--- src/rtl/pf_pkg.sv ---
package pf_pkg;

  // Direction of a confirmed run step that produces a request
  typedef enum logic [1:0] {
    DIR_NONE = 2'd0,
    DIR_UP   = 2'd1,
    DIR_DOWN = 2'd2
  } pf_dir_e;

endpackage

--- src/rtl/pf_stream_table.sv ---
module pf_stream_table #(
  parameter int NUM_STREAMS = 8,
  parameter int LINE_W      = 26,
  parameter int RUN_W       = 8,
  localparam int IDX_W      = $clog2(NUM_STREAMS)
) (
  input  logic                    clk,
  input  logic                    rst,
  input  logic                    flush,
  input  logic [IDX_W-1:0]        rd_idx,
  output logic [LINE_W-1:0]       rd_line,
  output logic signed [RUN_W-1:0] rd_run,
  input  logic                    wr_en,
  input  logic [IDX_W-1:0]        wr_idx,
  input  logic [LINE_W-1:0]       wr_line,
  input  logic signed [RUN_W-1:0] wr_run
);

  logic [LINE_W-1:0]       line_q [NUM_STREAMS];
  logic signed [RUN_W-1:0] run_q  [NUM_STREAMS];

  // Clear has priority over a write in the same cycle
  always_ff @(posedge clk) begin
    if (rst || flush) begin
      for (int i = 0; i < NUM_STREAMS; i++) begin
        line_q[i] <= '0;
        run_q[i]  <= '0;
      end
    end else if (wr_en) begin
      line_q[wr_idx] <= wr_line;
      run_q[wr_idx]  <= wr_run;
    end
  end

  // Asynchronous read keeps the read-modify-write within one cycle
  assign rd_line = line_q[rd_idx];
  assign rd_run  = run_q[rd_idx];

  // after a clear cycle every entry reads back empty
  p_flush_empties_r8: assert property (@(posedge clk) disable iff (rst)
    $past(flush) |-> (rd_line == '0 && rd_run == '0));

endmodule

--- src/rtl/pf_run_tracker.sv ---
module pf_run_tracker
  import pf_pkg::*;
#(
  parameter int LINE_W = 26,
  parameter int RUN_W  = 8
) (
  input  logic [LINE_W-1:0]       cur_line,
  input  logic [LINE_W-1:0]       last_line,
  input  logic signed [RUN_W-1:0] cur_run,
  output logic                    line_changed,
  output logic signed [RUN_W-1:0] next_run,
  output pf_dir_e                 fire_dir
);

  localparam logic signed [RUN_W-1:0] RUN_ZERO = '0;
  localparam logic signed [RUN_W-1:0] RUN_ONE  = RUN_W'(1);
  localparam logic signed [RUN_W-1:0] RUN_TWO  = RUN_W'(2);
  localparam logic signed [RUN_W-1:0] RUN_NEG1 = -RUN_ONE;
  localparam logic signed [RUN_W-1:0] RUN_NEG2 = -RUN_TWO;
  localparam logic signed [RUN_W-1:0] RUN_MAX  = {1'b0, {(RUN_W-1){1'b1}}};
  localparam logic signed [RUN_W-1:0] RUN_MIN  = {1'b1, {(RUN_W-1){1'b0}}};

  logic step_up;
  logic step_dn;
  logic signed [RUN_W-1:0] run_inc;
  logic signed [RUN_W-1:0] run_dec;

  always_comb begin
    step_up      = (cur_line == last_line + LINE_W'(1));
    step_dn      = (cur_line == last_line - LINE_W'(1));
    line_changed = (cur_line != last_line);
    run_inc      = (cur_run == RUN_MAX) ? RUN_MAX : cur_run + RUN_ONE;
    run_dec      = (cur_run == RUN_MIN) ? RUN_MIN : cur_run - RUN_ONE;
    next_run     = cur_run;
    fire_dir     = DIR_NONE;
    if (line_changed) begin
      if (cur_run == RUN_ZERO) begin
        if (step_up)      next_run = RUN_ONE;
        else if (step_dn) next_run = RUN_NEG1;
        else              next_run = RUN_ZERO;
      end else if (!cur_run[RUN_W-1]) begin
        if (step_up) begin
          next_run = run_inc;
          if (run_inc >= RUN_TWO) fire_dir = DIR_UP;
        end else begin
          next_run = RUN_ZERO;
        end
      end else begin
        if (step_dn) begin
          next_run = run_dec;
          if (run_dec <= RUN_NEG2) fire_dir = DIR_DOWN;
        end else begin
          next_run = RUN_ZERO;
        end
      end
    end
  end

endmodule

--- src/rtl/pf_request_gen.sv ---
module pf_request_gen
  import pf_pkg::*;
#(
  parameter int ADDR_W    = 32,
  parameter int LINE_BITS = 6,
  parameter int PF_DIST   = 5,
  parameter int CNT_W     = 32,
  localparam int LINE_W   = ADDR_W - LINE_BITS
) (
  input  logic              clk,
  input  logic              rst,
  input  logic              accept,
  input  pf_dir_e           fire_dir,
  input  logic [LINE_W-1:0] cur_line,
  output logic              pf_valid,
  output logic [ADDR_W-1:0] pf_addr,
  output logic [CNT_W-1:0]  pf_up_count,
  output logic [CNT_W-1:0]  pf_down_count
);

  localparam logic [LINE_W-1:0] DIST = LINE_W'(PF_DIST);

  logic [LINE_W-1:0] target_line;

  always_comb begin
    target_line = (fire_dir == DIR_DOWN) ? cur_line - DIST : cur_line + DIST;
  end

  always_ff @(posedge clk) begin
    if (rst) begin
      pf_valid      <= 1'b0;
      pf_addr       <= '0;
      pf_up_count   <= '0;
      pf_down_count <= '0;
    end else begin
      pf_valid <= 1'b0;
      if (accept && fire_dir != DIR_NONE) begin
        pf_valid <= 1'b1;
        pf_addr  <= {target_line, {LINE_BITS{1'b0}}};
        if (fire_dir == DIR_UP) pf_up_count   <= pf_up_count + CNT_W'(1);
        else                    pf_down_count <= pf_down_count + CNT_W'(1);
      end
    end
  end

  // a request only follows an accepted strobe
  p_valid_after_strobe_r10: assert property (@(posedge clk) disable iff (rst)
    pf_valid |-> $past(accept));

  // counters move only with a request
  p_counts_hold_r10: assert property (@(posedge clk) disable iff (rst)
    !pf_valid |-> ($stable(pf_up_count) && $stable(pf_down_count)));

  // exactly one counter step per request
  p_one_step_r10: assert property (@(posedge clk) disable iff (rst)
    pf_valid |-> ((pf_up_count - $past(pf_up_count))
                + (pf_down_count - $past(pf_down_count))) == CNT_W'(1));

  // an ascending request targets the line PF_DIST ahead
  p_up_target_r5: assert property (@(posedge clk) disable iff (rst)
    (pf_up_count != $past(pf_up_count)) |->
      pf_addr[ADDR_W-1:LINE_BITS] == $past(cur_line) + DIST);

  // a descending request targets the line PF_DIST behind
  p_down_target_r6: assert property (@(posedge clk) disable iff (rst)
    (pf_down_count != $past(pf_down_count)) |->
      pf_addr[ADDR_W-1:LINE_BITS] == $past(cur_line) - DIST);

endmodule

--- src/rtl/stream_prefetch_trigger.sv ---
module stream_prefetch_trigger
  import pf_pkg::*;
#(
  parameter int ADDR_W      = 32,
  parameter int LINE_BYTES  = 64,
  parameter int PAGE_BITS   = 12,
  parameter int NUM_STREAMS = 8,
  parameter int RUN_W       = 8,
  parameter int PF_DIST     = 5,
  parameter int CNT_W       = 32
) (
  input  logic              clk,
  input  logic              rst,
  input  logic              flush,
  input  logic              miss_valid,
  input  logic [ADDR_W-1:0] miss_addr,
  output logic              pf_valid,
  output logic [ADDR_W-1:0] pf_addr,
  output logic [CNT_W-1:0]  pf_up_count,
  output logic [CNT_W-1:0]  pf_down_count
);

  localparam int LINE_BITS = $clog2(LINE_BYTES);
  localparam int LINE_W    = ADDR_W - LINE_BITS;
  localparam int IDX_W     = $clog2(NUM_STREAMS);

  logic [IDX_W-1:0]        slot;
  logic [LINE_W-1:0]       cur_line;
  logic [LINE_W-1:0]       last_line;
  logic signed [RUN_W-1:0] cur_run;
  logic signed [RUN_W-1:0] next_run;
  logic                    line_changed;
  logic                    accept;
  pf_dir_e                 fire_dir;
  logic                    unused_offset;

  assign slot          = miss_addr[PAGE_BITS +: IDX_W];
  assign cur_line      = miss_addr[ADDR_W-1:LINE_BITS];
  assign accept        = miss_valid && !flush;
  assign unused_offset = ^miss_addr[LINE_BITS-1:0];

  pf_stream_table #(
    .NUM_STREAMS (NUM_STREAMS),
    .LINE_W      (LINE_W),
    .RUN_W       (RUN_W)
  ) u_table (
    .clk     (clk),
    .rst     (rst),
    .flush   (flush),
    .rd_idx  (slot),
    .rd_line (last_line),
    .rd_run  (cur_run),
    .wr_en   (accept && line_changed),
    .wr_idx  (slot),
    .wr_line (cur_line),
    .wr_run  (next_run)
  );

  pf_run_tracker #(
    .LINE_W (LINE_W),
    .RUN_W  (RUN_W)
  ) u_tracker (
    .cur_line     (cur_line),
    .last_line    (last_line),
    .cur_run      (cur_run),
    .line_changed (line_changed),
    .next_run     (next_run),
    .fire_dir     (fire_dir)
  );

  pf_request_gen #(
    .ADDR_W    (ADDR_W),
    .LINE_BITS (LINE_BITS),
    .PF_DIST   (PF_DIST),
    .CNT_W     (CNT_W)
  ) u_req (
    .clk           (clk),
    .rst           (rst),
    .accept        (accept),
    .fire_dir      (fire_dir),
    .cur_line      (cur_line),
    .pf_valid      (pf_valid),
    .pf_addr       (pf_addr),
    .pf_up_count   (pf_up_count),
    .pf_down_count (pf_down_count)
  );

  // a repeat of the last line raises no request
  p_repeat_silent_r3: assert property (@(posedge clk) disable iff (rst)
    (accept && !line_changed) |=> !pf_valid);

  // request addresses are line aligned
  p_line_aligned_r10: assert property (@(posedge clk) disable iff (rst)
    pf_valid |-> pf_addr[LINE_BITS-1:0] == '0);

  // request is a single-cycle pulse unless another strobe follows
  p_single_pulse_r10: assert property (@(posedge clk) disable iff (rst)
    (pf_valid && !accept) |=> !pf_valid);

endmodule

--- config.mk ---
export PLATFORM = sky130hd
export DESIGN_NAME = stream_prefetch_trigger
export DESIGN_NICKNAME = d
export VERILOG_FILES = /design/src/rtl/pf_pkg.sv /design/src/rtl/pf_stream_table.sv /design/src/rtl/pf_run_tracker.sv /design/src/rtl/pf_request_gen.sv /design/src/rtl/stream_prefetch_trigger.sv
export SDC_FILE = /design/constraint.sdc
export NUM_CORES = 1
export LEC_CHECK = 0
export ABC_AREA = 1
export BUFFER_PORTS_ARGS = -buffer_cell sky130_fd_sc_hd__buf_2
export CAP_MARGIN = 20
export CORE_ASPECT_RATIO = 1.4
export CORE_MARGIN = 3
export CORE_UTILIZATION = 56
export CTS_CLUSTER_SIZE = 28
export DETAILED_ROUTE_END_ITERATION = 8
export GPL_TIMING_DRIVEN = 0
export HOLD_SLACK_MARGIN = 0.02
export PLACE_DENSITY = 0.81
export SLEW_MARGIN = 20
export SYNTH_ARGS = -nofsm -noshare
export SYNTH_HDL_FRONTEND = slang
export SYNTH_SLANG_ARGS = --single-unit
--- constraint.sdc ---
create_clock -name clk -period 5 [get_ports clk]
set_clock_uncertainty 0.1 [all_clocks]
set_input_delay 0.25 -clock clk [delete_from_list [all_inputs] [get_ports clk]]
set_output_delay 0.25 -clock clk [all_outputs]
set_load 0.02 [all_outputs]
==> results_dict.tcl, run 1 <==
set metrics [dict create \
    outcome "complete, no violations" \
    critPathKind "input pin to flip-flop" \
    yosys.area.top_type "edfxtp_1" \
    die_area_sq_um 41700 \
    gp_congestion 1.00 \
    drc 0 \
    root_buffer "clkbuf_16" \
    hp-class "input pin to flip-flop" \
    fin_crit_ns 4.91 \
    final_nets 3306 \
    syn-instance-count 3010 \
    hold_violations 0 \
    critPathMaxFanout 10 \
    dp_hpwl_microns 56700 \
    start_util 0.569 \
    rows 85 \
    synth_top_area_frac 0.372 \
    area_growth_pct 16.8 \
    crit_slowest_cell "ha_4" \
    routed_wl_microns 76700 \
    synth_ff_type "edfxtp_1" \
    ys_warn_count 0 \
    fmax_mhz 204 \
    first_pass_iters 7 \
    multiInputGateArea_sq_um 10600 \
    slew_violations 0 \
    syn_area_per_cell_sq_um 7.30 \
    synthesis.area_sq_um 22000 \
    period_share 0.983 \
    hold_slack_ns 0.127 \
    grt_util_met1 0.389 \
    synthTopCellsByCount "904 x nand2_1, 582 x nor2_1, 357 x inv_1" \
    max_stage_delay_ns 0.39 \
    grtUsageMet2 0.636 \
    synth_most_common_cell "nand2_1" \
    p_leak_uw 0.0117 \
    max-slew-margin-rel 0.247 \
    port_buffers 119 \
    async_flop_share 0 \
    clk_pin_slew_ns 0.06 \
    grt_pass1_wl_microns 115000 \
    die_h_microns 240 \
    synth-seq-cells 363 \
    ant_nets 0 \
    fillCellCount 3247 \
    cts_sinks 363 \
    startpoint_type "input pin" \
    grtUsageMet3 0.0649 \
    grt_max_degree 23 \
    netlist-cell-type-count 55 \
    cts_tree "done" \
    tightest_slew_ns 1.13 \
    antenna_found_initial 1 \
    grt.busiest_layer "met2" \
    viasPerCell 5.61 \
    critPathCaptureType "flip-flop" \
    die_w_microns 173 \
    synth_edf_count 272 \
    fin_total_pwr_uw 7340 \
    power.density_nw_per_um2 286 \
    ys_seq_area_frac 0.455 \
    drive_above_1_share 0.157 \
    grt_overflow 0 \
    core_area_sq_um 38600 \
    seq_area_sq_um 9990 \
    cts_max_path_buffers 3 \
    drv_cap 0 \
    crit_required_ns 5.39 \
    setup_viol 0 \
    first_global_vias 20600 \
    htree_num_levels 2 \
    drt_iter0_markers 2248 \
    io_pins 133 \
    peakVddDrop_uv 255 \
    insertion_delay_ns 0.55 \
    post_drt_wl_per_cell_microns 20.3 \
    synthTopCellsByArea "edfxtp_1 37%, nand2_1 15%, nor2_1 9.9%, dfxtp_1 8.3%, inv_1 6.1%" \
    vias 21300 \
    cp_data_arrival_time_ns 5.30 \
    grt_util_all_layers 0.358 \
    cts_buffers 36 \
]
cells by family (layout without fill, tap and decap cells):
| family | Yosys count | in the layout | synth area share |
|---|---|---|---|
| buf+inv | 492 | 729 | 0.0942 |
| other cells | 1 | 19 | 0.000171 |
| fa+ha+maj | 31 | 31 | 0.0180 |
| flops | 363 | 363 | 0.455 |
| simple gates | 1892 | 1893 | 0.366 |
| xor+xnor | 51 | 51 | 0.0217 |
| compound gates | 180 | 180 | 0.0454 |
metrics by stage:
| stage | setup slack [ns] | TNS, ns | instances | utilization | cell area (sq um) |
|---|---|---|---|---|---|
| 3_5_place_dp | -2.12 | -129.19 | 3676 | 0.609 | 23500 |
| 2_1_floorplan | -0.00360 | -0.00360 | 3027 | - | 22000 |
| 4_1_cts | 0.0162 | 0 | 3752 | 0.645 | 24900 |
| 6_report | 0.0874 | 0 | 3788 | 0.665 | 25700 |
| 5_1_grt | -0.141 | -0.641 | 3787 | 0.665 | 25700 |
| 3_3_place_gp | -1.88 | -355.08 | 3668 | 0.603 | 23300 |
where the power goes:
part	internal (uW)	total (uW)	switching (uW)	leakage, uW
Combinational	355	1260	908	0.00743
Sequential	3350	3390	35.0	0.00370
Clock	1500	2690	1190	0.000554
Total	5200	7340	2140	0.0117
registers in the layout (all words and copies together), names as in the netlist:
name	cells
u_req.pf_addr	26
u_req.pf_down_count	32
u_req.pf_up_count	32
u_req.pf_valid	1
u_table.line_q	208
u_table.run_q	64
metal layers:
metal  up-vias  share of wire  routed length, microns
li1       9937              -                       -
met1      9834           0.34                   26100
met2      1165           0.49                   37500
met3       333          0.085                    6550
met4         0          0.086                    6600
met5         -              0                       0
placed cells by master (no fill, tap or decap), types with 35 or more instances in the layout:
master     instances
a21oi_1           66
buf_2            151
buf_4             60
clkbuf_16         37
dfxtp_1           91
edfxtp_1         272
inv_1            354
nand2_1          870
nand2_2           44
nand3_1          213
nand4_1           35
nor2_1           568
nor2_4            44
nor3_1            35
o21ai_0           42
final timing paths:
| check | start | end | slack, ns | depth (start not counted) |
|---|---|---|---|---|
| min reg2reg | u_req.pf_addr[16] | u_req.pf_addr[16] | 0.40 | 2 |
| max reg2reg | u_table.run_q[0][0] | u_req.pf_addr[29] | 0.14 | 26 |
| min | miss_valid | u_req.pf_up_count[9] | 0.13 | 5 |
| max | miss_addr[13] | u_req.pf_addr[29] | 0.09 | 29 |
layout make-up:
| cell class | count | area share |
|---|---|---|
| antenna | 1 | 0.0000975 |
| buffer | 99 | 0.0248 |
| clock buffer | 48 | 0.0381 |
| clock inverter | 16 | 0.00663 |
| inverter | 393 | 0.0581 |
| multi-input combinational | 2173 | 0.412 |
| sequential | 363 | 0.389 |
| tap | 522 | 0.0254 |
| timing repair buffer | 172 | 0.0456 |
| timing repair inverter | 1 | 0.000292 |
critical path: cells and delay by family:
family	cells	cell delay (ns)
and+or+nand+nor	14	2.09
AOI/OAI and AO/OA	4	0.63
buffers and inverters	8	1.30
xor gates and xnor gates	1	0.36
adders and majority gates	2	0.64
what timing repair did:
item,in CTS,in global routing
pin swaps,9,42
resized for setup,46,99
endpoints found under the setup margin,51,14
gates cloned,1,1
hold endpoints to repair,1,0
hold buffers,1,0
setup buffers,10,34
No activity file was read; power rests on OpenSTA's default activity.
==> run 2, diff against run 1 <==
--- a/config.mk
+++ b/config.mk
@@ -8,9 +8,11 @@
 export ABC_AREA = 1
 export BUFFER_PORTS_ARGS = -buffer_cell sky130_fd_sc_hd__buf_2
 export CAP_MARGIN = 20
+export CELL_PAD_IN_SITES_DETAIL_PLACEMENT = 1
+export CELL_PAD_IN_SITES_GLOBAL_PLACEMENT = 2
 export CORE_ASPECT_RATIO = 1.4
 export CORE_MARGIN = 3
-export CORE_UTILIZATION = 56
+export CORE_UTILIZATION = 32
 export CTS_CLUSTER_SIZE = 28
 export DETAILED_ROUTE_END_ITERATION = 8
 export GPL_TIMING_DRIVEN = 0
@@ -19,4 +21,5 @@
 export SLEW_MARGIN = 20
 export SYNTH_ARGS = -nofsm -noshare
 export SYNTH_HDL_FRONTEND = slang
+export SYNTH_HIERARCHICAL = 1
 export SYNTH_SLANG_ARGS = --single-unit
==> results_dict.tcl, run 2 <==
set metrics [dict create \
    first_global_vias 22600 \
    cts_tree "done" \
    area_growth_pct 18.1 \
    ant_nets 0 \
    core_area_sq_um 70600 \
    worstSetupStartpoint "miss_addr[12]" \
    dpl_cell_area_sq_um 24900 \
    rr_endpoint "u_req/pf_addr[31]" \
    final_nets 3530 \
    ys_warn_count 6 \
    root_buffer "clkbuf_16" \
    grt_pass1_wl_microns 134000 \
    peakVddDrop_uv 198 \
    drc 0 \
    antenna_found_initial 6 \
    synth_ff_type "edfxtp_1" \
    die_h_microns 323 \
    synth-seq-cells 363 \
    critPathMaxFanout 10 \
    synth_top_area_frac 0.356 \
    clk_pin_slew_ns 0.07 \
    critPathKind "input pin to flip-flop" \
    synthesis.area_sq_um 22900 \
    cp_data_arrival_time_ns 5.08 \
    htree_num_levels 2 \
    max-slew-margin-rel 0.422 \
    insertion_delay_ns 0.60 \
    fin_crit_ns 4.69 \
    io_pins 133 \
    cts_buffers 41 \
    fin_total_pwr_uw 7750 \
    cts_max_path_buffers 3 \
    hp-class "input pin to flip-flop" \
    max_stage_delay_ns 0.21 \
    drive_above_1_share 0.138 \
    largest_reg_flops 208 \
    grt_overflow 0 \
    die_area_sq_um 74900 \
    post_drt_wl_per_cell_microns 20.1 \
    critPathCaptureType "flip-flop" \
    crit_cells 39 \
    fmax_mhz 213 \
    gp_congestion 0.888 \
    viasPerCell 4.87 \
    netlist-cell-type-count 48 \
    synth_edf_count 272 \
    cts_sinks 363 \
    final_common_cell "nand2_1" \
    reg.largest.list "u_table/line_q (208), u_table/run_q (64)" \
    start_util 0.325 \
    endpoint "u_req/pf_addr[31]" \
    fillCellCount 8947 \
    yosys.area.top_type "edfxtp_1" \
    syn-instance-count 3280 \
    regMostFlops "u_table/line_q" \
    crit_family "simple AND/OR/NAND/NOR gates" \
    slew_violations 0 \
    power.density_nw_per_um2 286 \
    crit_path_frequent_cell "nand2_1" \
    async_flop_share 0 \
    die_w_microns 232 \
    crit_required_ns 5.39 \
    synth_most_common_cell "nand2_1" \
    final_cell_mix "973 x nand2_1, 549 x inv_1, 506 x nor2_1" \
    ys_seq_area_frac 0.436 \
    rows 115 \
    crit_slowest_cell "buf_4" \
    period_share 0.938 \
    syn_area_per_cell_sq_um 6.99 \
    hold_violations 0 \
    first_pass_iters 5 \
    finalInstanceArea_sq_um 27100 \
    port_buffers 120 \
    grt_util_all_layers 0.237 \
    startpoint_type "input pin" \
    tightest_slew_ns 0.867 \
    setup_viol 0 \
    hold_slack_ns 0.109 \
    outcome "complete, no violations" \
    drv_cap 0 \
    routed_wl_microns 89400 \
    rsz0062_at_grt "true" \
    drt_iter0_markers 938 \
    timing.rr.start "u_table/line_q[3][0]" \
    rr_worst_depth 36 \
    synthTopCellsByCount "1007 x nand2_1, 553 x inv_1, 534 x nor2_1" \
    vias 21700 \
    crit_buf_inv 9 \
    reg2reg_setup_slack_ns 0.34 \
    dp_hpwl_microns 68700 \
    p_leak_uw 0.0129 \
    grt_max_degree 35 \
    synthTopCellsByArea "edfxtp_1 36%, nand2_1 16%, inv_1 9.1%, nor2_1 8.7%, dfxtp_1 7.9%" \
]
==> run 2: cells by family (layout without fill, tap and decap cells) <==
kind of cell / count (synthesis) / count (layout) / share of synthesized area
fa+ha+maj: 9 / 9 / 0.00491
compound gates: 161 / 161 / 0.0403
simple gates: 2004 / 2004 / 0.372
buf+inv: 686 / 916 / 0.125
other cells: 1 / 9 / 0.000164
flops: 363 / 363 / 0.436
xor+xnor: 56 / 56 / 0.0214
==> run 2: what timing repair did <==
| item | CTS | global route |
|---|---|---|
| cloned | 0 | 1 |
| setup buffers | 10 | 20 |
| gates resized for setup | 86 | 108 |
| pin swaps | 10 | 24 |
| hold endpoints to repair | 1 | 0 |
| hold buffers | 1 | 0 |
| endpoints found under the setup margin | 104 | 53 |
==> run 2: metal layers <==
layer  part of all wire  GRT usage  up-vias
met5            0.00034          0        -
met4              0.040     0.0852        6
met3              0.039     0.0317      173
met2               0.54      0.458      411
met1               0.39      0.262    10500
li1                   -          -    10600
==> run 2: worst min path at each step <==
| stage | start | to | cells after the start |
|---|---|---|---|
| 2_1_floorplan | miss_addr[6] | u_req/pf_addr[6] | 1 |
| 3_3_place_gp | u_req/pf_down_count[31] | u_req/pf_down_count[31] | 1 |
| 3_5_place_dp | u_req/pf_down_count[31] | u_req/pf_down_count[31] | 1 |
| 4_1_cts | miss_addr[18] | u_table/line_q[5][12] | 3 |
| 5_1_grt | miss_addr[18] | u_table/line_q[5][12] | 3 |
| 6_report | miss_addr[18] | u_table/line_q[5][12] | 3 |
==> run 2: worst reg2reg max path: cells and delay by family (launching register included) <==
family | cells | cell delay (ns)
simple gates | 29 | 3.12
buf+inv | 6 | 0.82
fa+ha+maj | 1 | 0.20
flops | 1 | 0.33
==> run 2: cell type report <==
type,instances,area (sq um),area share
Clock inverter,27,298,0.0110
Clock buffer,46,1070,0.0394
Buffer,117,883,0.0326
Timing Repair Buffer,158,1010,0.0373
Antenna cell,3,7.51,0.000277
Tap cell,936,1170,0.0432
Sequential cell,363,9990,0.369
Multi-Input combinational cell,2236,10500,0.388
Inverter,568,2150,0.0795
==> run 2: power by group <==
part / leakage (uW) / internal [uW] / switching [uW] / total (uW)
Combinational: 0.00853 / 332 / 899 / 1230
Clock: 0.000647 / 1810 / 1340 / 3150
Sequential: 0.00371 / 3340 / 29.6 / 3370
==> run 2: stage by stage <==
| stage | std cells | util | TNS, ns | worst slack (ns) |
|---|---|---|---|---|
| finish | 4454 | 0.383 | 0 | 0.311 |
| detailed placement | 4347 | 0.352 | -329.60 | -2.80 |
| CTS | 4431 | 0.376 | 0 | 0.000332 |
| global placement | 4341 | 0.350 | -627.67 | -2.88 |
| floorplan | 3285 | - | 0 | 0.532 |
| global route | 4452 | 0.383 | -0.144 | -0.0424 |
==> run 3, diff against run 2 <==
--- a/config.mk
+++ b/config.mk
@@ -12,13 +12,12 @@
 export CELL_PAD_IN_SITES_GLOBAL_PLACEMENT = 2
 export CORE_ASPECT_RATIO = 1.4
 export CORE_MARGIN = 3
-export CORE_UTILIZATION = 32
+export CORE_UTILIZATION = 38
 export CTS_CLUSTER_SIZE = 28
 export DETAILED_ROUTE_END_ITERATION = 8
 export GPL_TIMING_DRIVEN = 0
 export HOLD_SLACK_MARGIN = 0.02
-export PLACE_DENSITY = 0.81
-export SLEW_MARGIN = 20
+export PLACE_DENSITY = 0.9
 export SYNTH_ARGS = -nofsm -noshare
 export SYNTH_HDL_FRONTEND = slang
 export SYNTH_HIERARCHICAL = 1
==> constraint.sdc (replaced) <==
create_clock -name clk -period 5.8 [get_ports clk]
set_clock_uncertainty 0.1 [all_clocks]
set_input_delay 0.29 -clock clk [delete_from_list [all_inputs] [get_ports clk]]
set_output_delay 0.29 -clock clk [all_outputs]
set_load 0.02 [all_outputs]
==> results_dict.tcl, run 3 (synthesis gave the netlist of run 2 again) <==
set metrics [dict create \
    viasPerCell 5.19 \
    grt_overflow 0 \
    cp_data_arrival_time_ns 5.76 \
    finalInstanceArea_sq_um 26200 \
    setup_viol 0 \
    drc 0 \
    pwr-share-clk 0.405 \
    multiInputGateArea_sq_um 10200 \
    reg.largest.list "u_table/line_q (208), u_table/run_q (64)" \
    final_cell_mix "989 x nand2_1, 552 x inv_1, 528 x nor2_1" \
    vias 22000 \
    dpl_cell_area_sq_um 24700 \
    hp-class "input pin to flip-flop" \
    largest_reg_flops 208 \
    routed_wl_microns 87100 \
    crit_family "simple AND/OR/NAND/NOR gates" \
    die_h_microns 297 \
    clk_pin_slew_ns 0.05 \
    max-slew-margin-rel 0.405 \
    die_area_sq_um 63400 \
    tightest_slew_ns 0.885 \
    drt_iter0_markers 1251 \
    final_common_cell "nand2_1" \
    core_area_sq_um 59100 \
    tns_ns 0 \
    cts_sinks 363 \
    start_util 0.388 \
    hold_violations 0 \
    reg2reg_setup_slack_ns 0.63 \
    period_share 0.931 \
    insertion_delay_ns 0.58 \
    cts_max_path_buffers 3 \
    htree_num_levels 2 \
    ant_nets 0 \
    startpoint_type "input pin" \
    crit_path_frequent_cell "nand2_1" \
    die_w_microns 214 \
    p_sw_uw 1870 \
    power.density_nw_per_um2 250 \
    slew_violations 0 \
    root_buffer "clkbuf_16" \
    port_buffers 120 \
    combinationalPowerShare 0.151 \
    cts_buffers 40 \
    regMostFlops "u_table/line_q" \
    critPathCaptureType "flip-flop" \
    antenna_found_initial 1 \
    grt_max_degree 29 \
    peakVddDrop_uv 220 \
    first_pass_iters 5 \
    outcome "complete, no violations" \
    post_drt_wl_per_cell_microns 20.6 \
    area_growth_pct 14.1 \
    crit_buf_inv 12 \
    cell_internal_pwr_uw 4680 \
    io_pins 133 \
    drv_cap 0 \
    final_nets 3505 \
    drive_above_1_share 0.111 \
    p_leak_uw 0.0126 \
    seq_area_sq_um 9990 \
    grt_util_all_layers 0.273 \
    rsz0062_at_grt "false" \
    seq_power_share 0.444 \
    first_global_vias 23600 \
    crit_required_ns 6.16 \
    fin_crit_ns 5.40 \
    fin_cells 4240 \
    fillCellCount 7584 \
    dp_cells 4162 \
    dp_hpwl_microns 68200 \
    fmax_mhz 185 \
    critPathKind "input pin to flip-flop" \
    grt_pass1_wl_microns 132000 \
    cts_tree "done" \
    crit_slowest_cell "nor3_4" \
    max_stage_delay_ns 0.28 \
    critPathMaxFanout 11 \
    cts_hold_buf 0 \
    netSwitchingFraction 0.285 \
    rows 105 \
    gp_congestion 0.938 \
    num_antenna_cells 0 \
]
==> run 3: cell types whose count changed in the layout (fill, tap and decap cells not counted), sizes merged <==
cell	delta
diode	-3
dlygate4sd3	-1
buf	-29
clkinv	-1
clkbuf	+8
bufinv	+1
clkinvlp	-2
==> run 3: through the flow <==
stage / setup WS [ns] / power [uW] / hold WS [ns] / util
after floorplan: 1.29 / 3570 / 0.280 / -
after global placement: -0.842 / 3880 / 0.365 / 0.414
after detailed placement: -0.953 / 3930 / 0.376 / 0.418
after CTS: 0.0362 / 6600 / 0.0583 / 0.441
after global routing: 0.00536 / 6800 / 0.111 / 0.443
final: 0.398 / 6550 / 0.0709 / 0.443
==> run 3: area by class of cell <==
type	instances	area share
Inverter	568	0.0817
Sequential cell	363	0.382
Timing Repair Buffer	135	0.0320
Tap cell	749	0.0358
Clock inverter	25	0.0111
Buffer	116	0.0292
Clock buffer	48	0.0398
Multi-Input combinational cell	2236	0.389
==> run 3: worst paths after layout <==
path | depth (start not counted) | from | to
setup / recovery | 40 | miss_addr[13] | u_req/pf_addr[16]
hold / removal | 2 | miss_addr[6] | u_req/pf_addr[6]
setup reg to reg | 35 | u_table/line_q[7][1] | u_req/pf_addr[16]
hold reg to reg | 1 | u_req/pf_down_count[31] | u_req/pf_down_count[31]
==> run 3: power by group through the flow <==
stage,logic [uW],registers (uW),clock network (uW)
after floorplan,614,2960,0
after global placement,921,2960,0
final,987,2910,2650
after detailed placement,965,2970,0
after global routing,1080,2920,2800
after CTS,975,2910,2710
==> run 3: routing by layer <==
metal / global-route usage / share of wire / up-vias
met2: 0.544 / 0.55 / 469
met5: 0 / 0.00015 / -
met4: 0.110 / 0.040 / 2
li1: - / - / 10500
met3: 0.0345 / 0.037 / 170
met1: 0.284 / 0.37 / 10800
==> run 3: repair_timing <==
action | CTS | global route
buffers inserted | 1 | 6
setup endpoints to repair | 40 | 40
pin swaps | 1 | 5
resized for setup | 9 | 39
==> run 3: worst register-to-register path: cells and delay by family (launching register included) <==
kind | cells | cell delay [ns]
adders and majority gates | 2 | 0.46
and+or+nand+nor | 24 | 3.10
xor gates and xnor gates | 1 | 0.16
buffers and inverters | 7 | 0.74
DFF | 1 | 0.32
AOI/OAI and AO/OA | 1 | 0.15
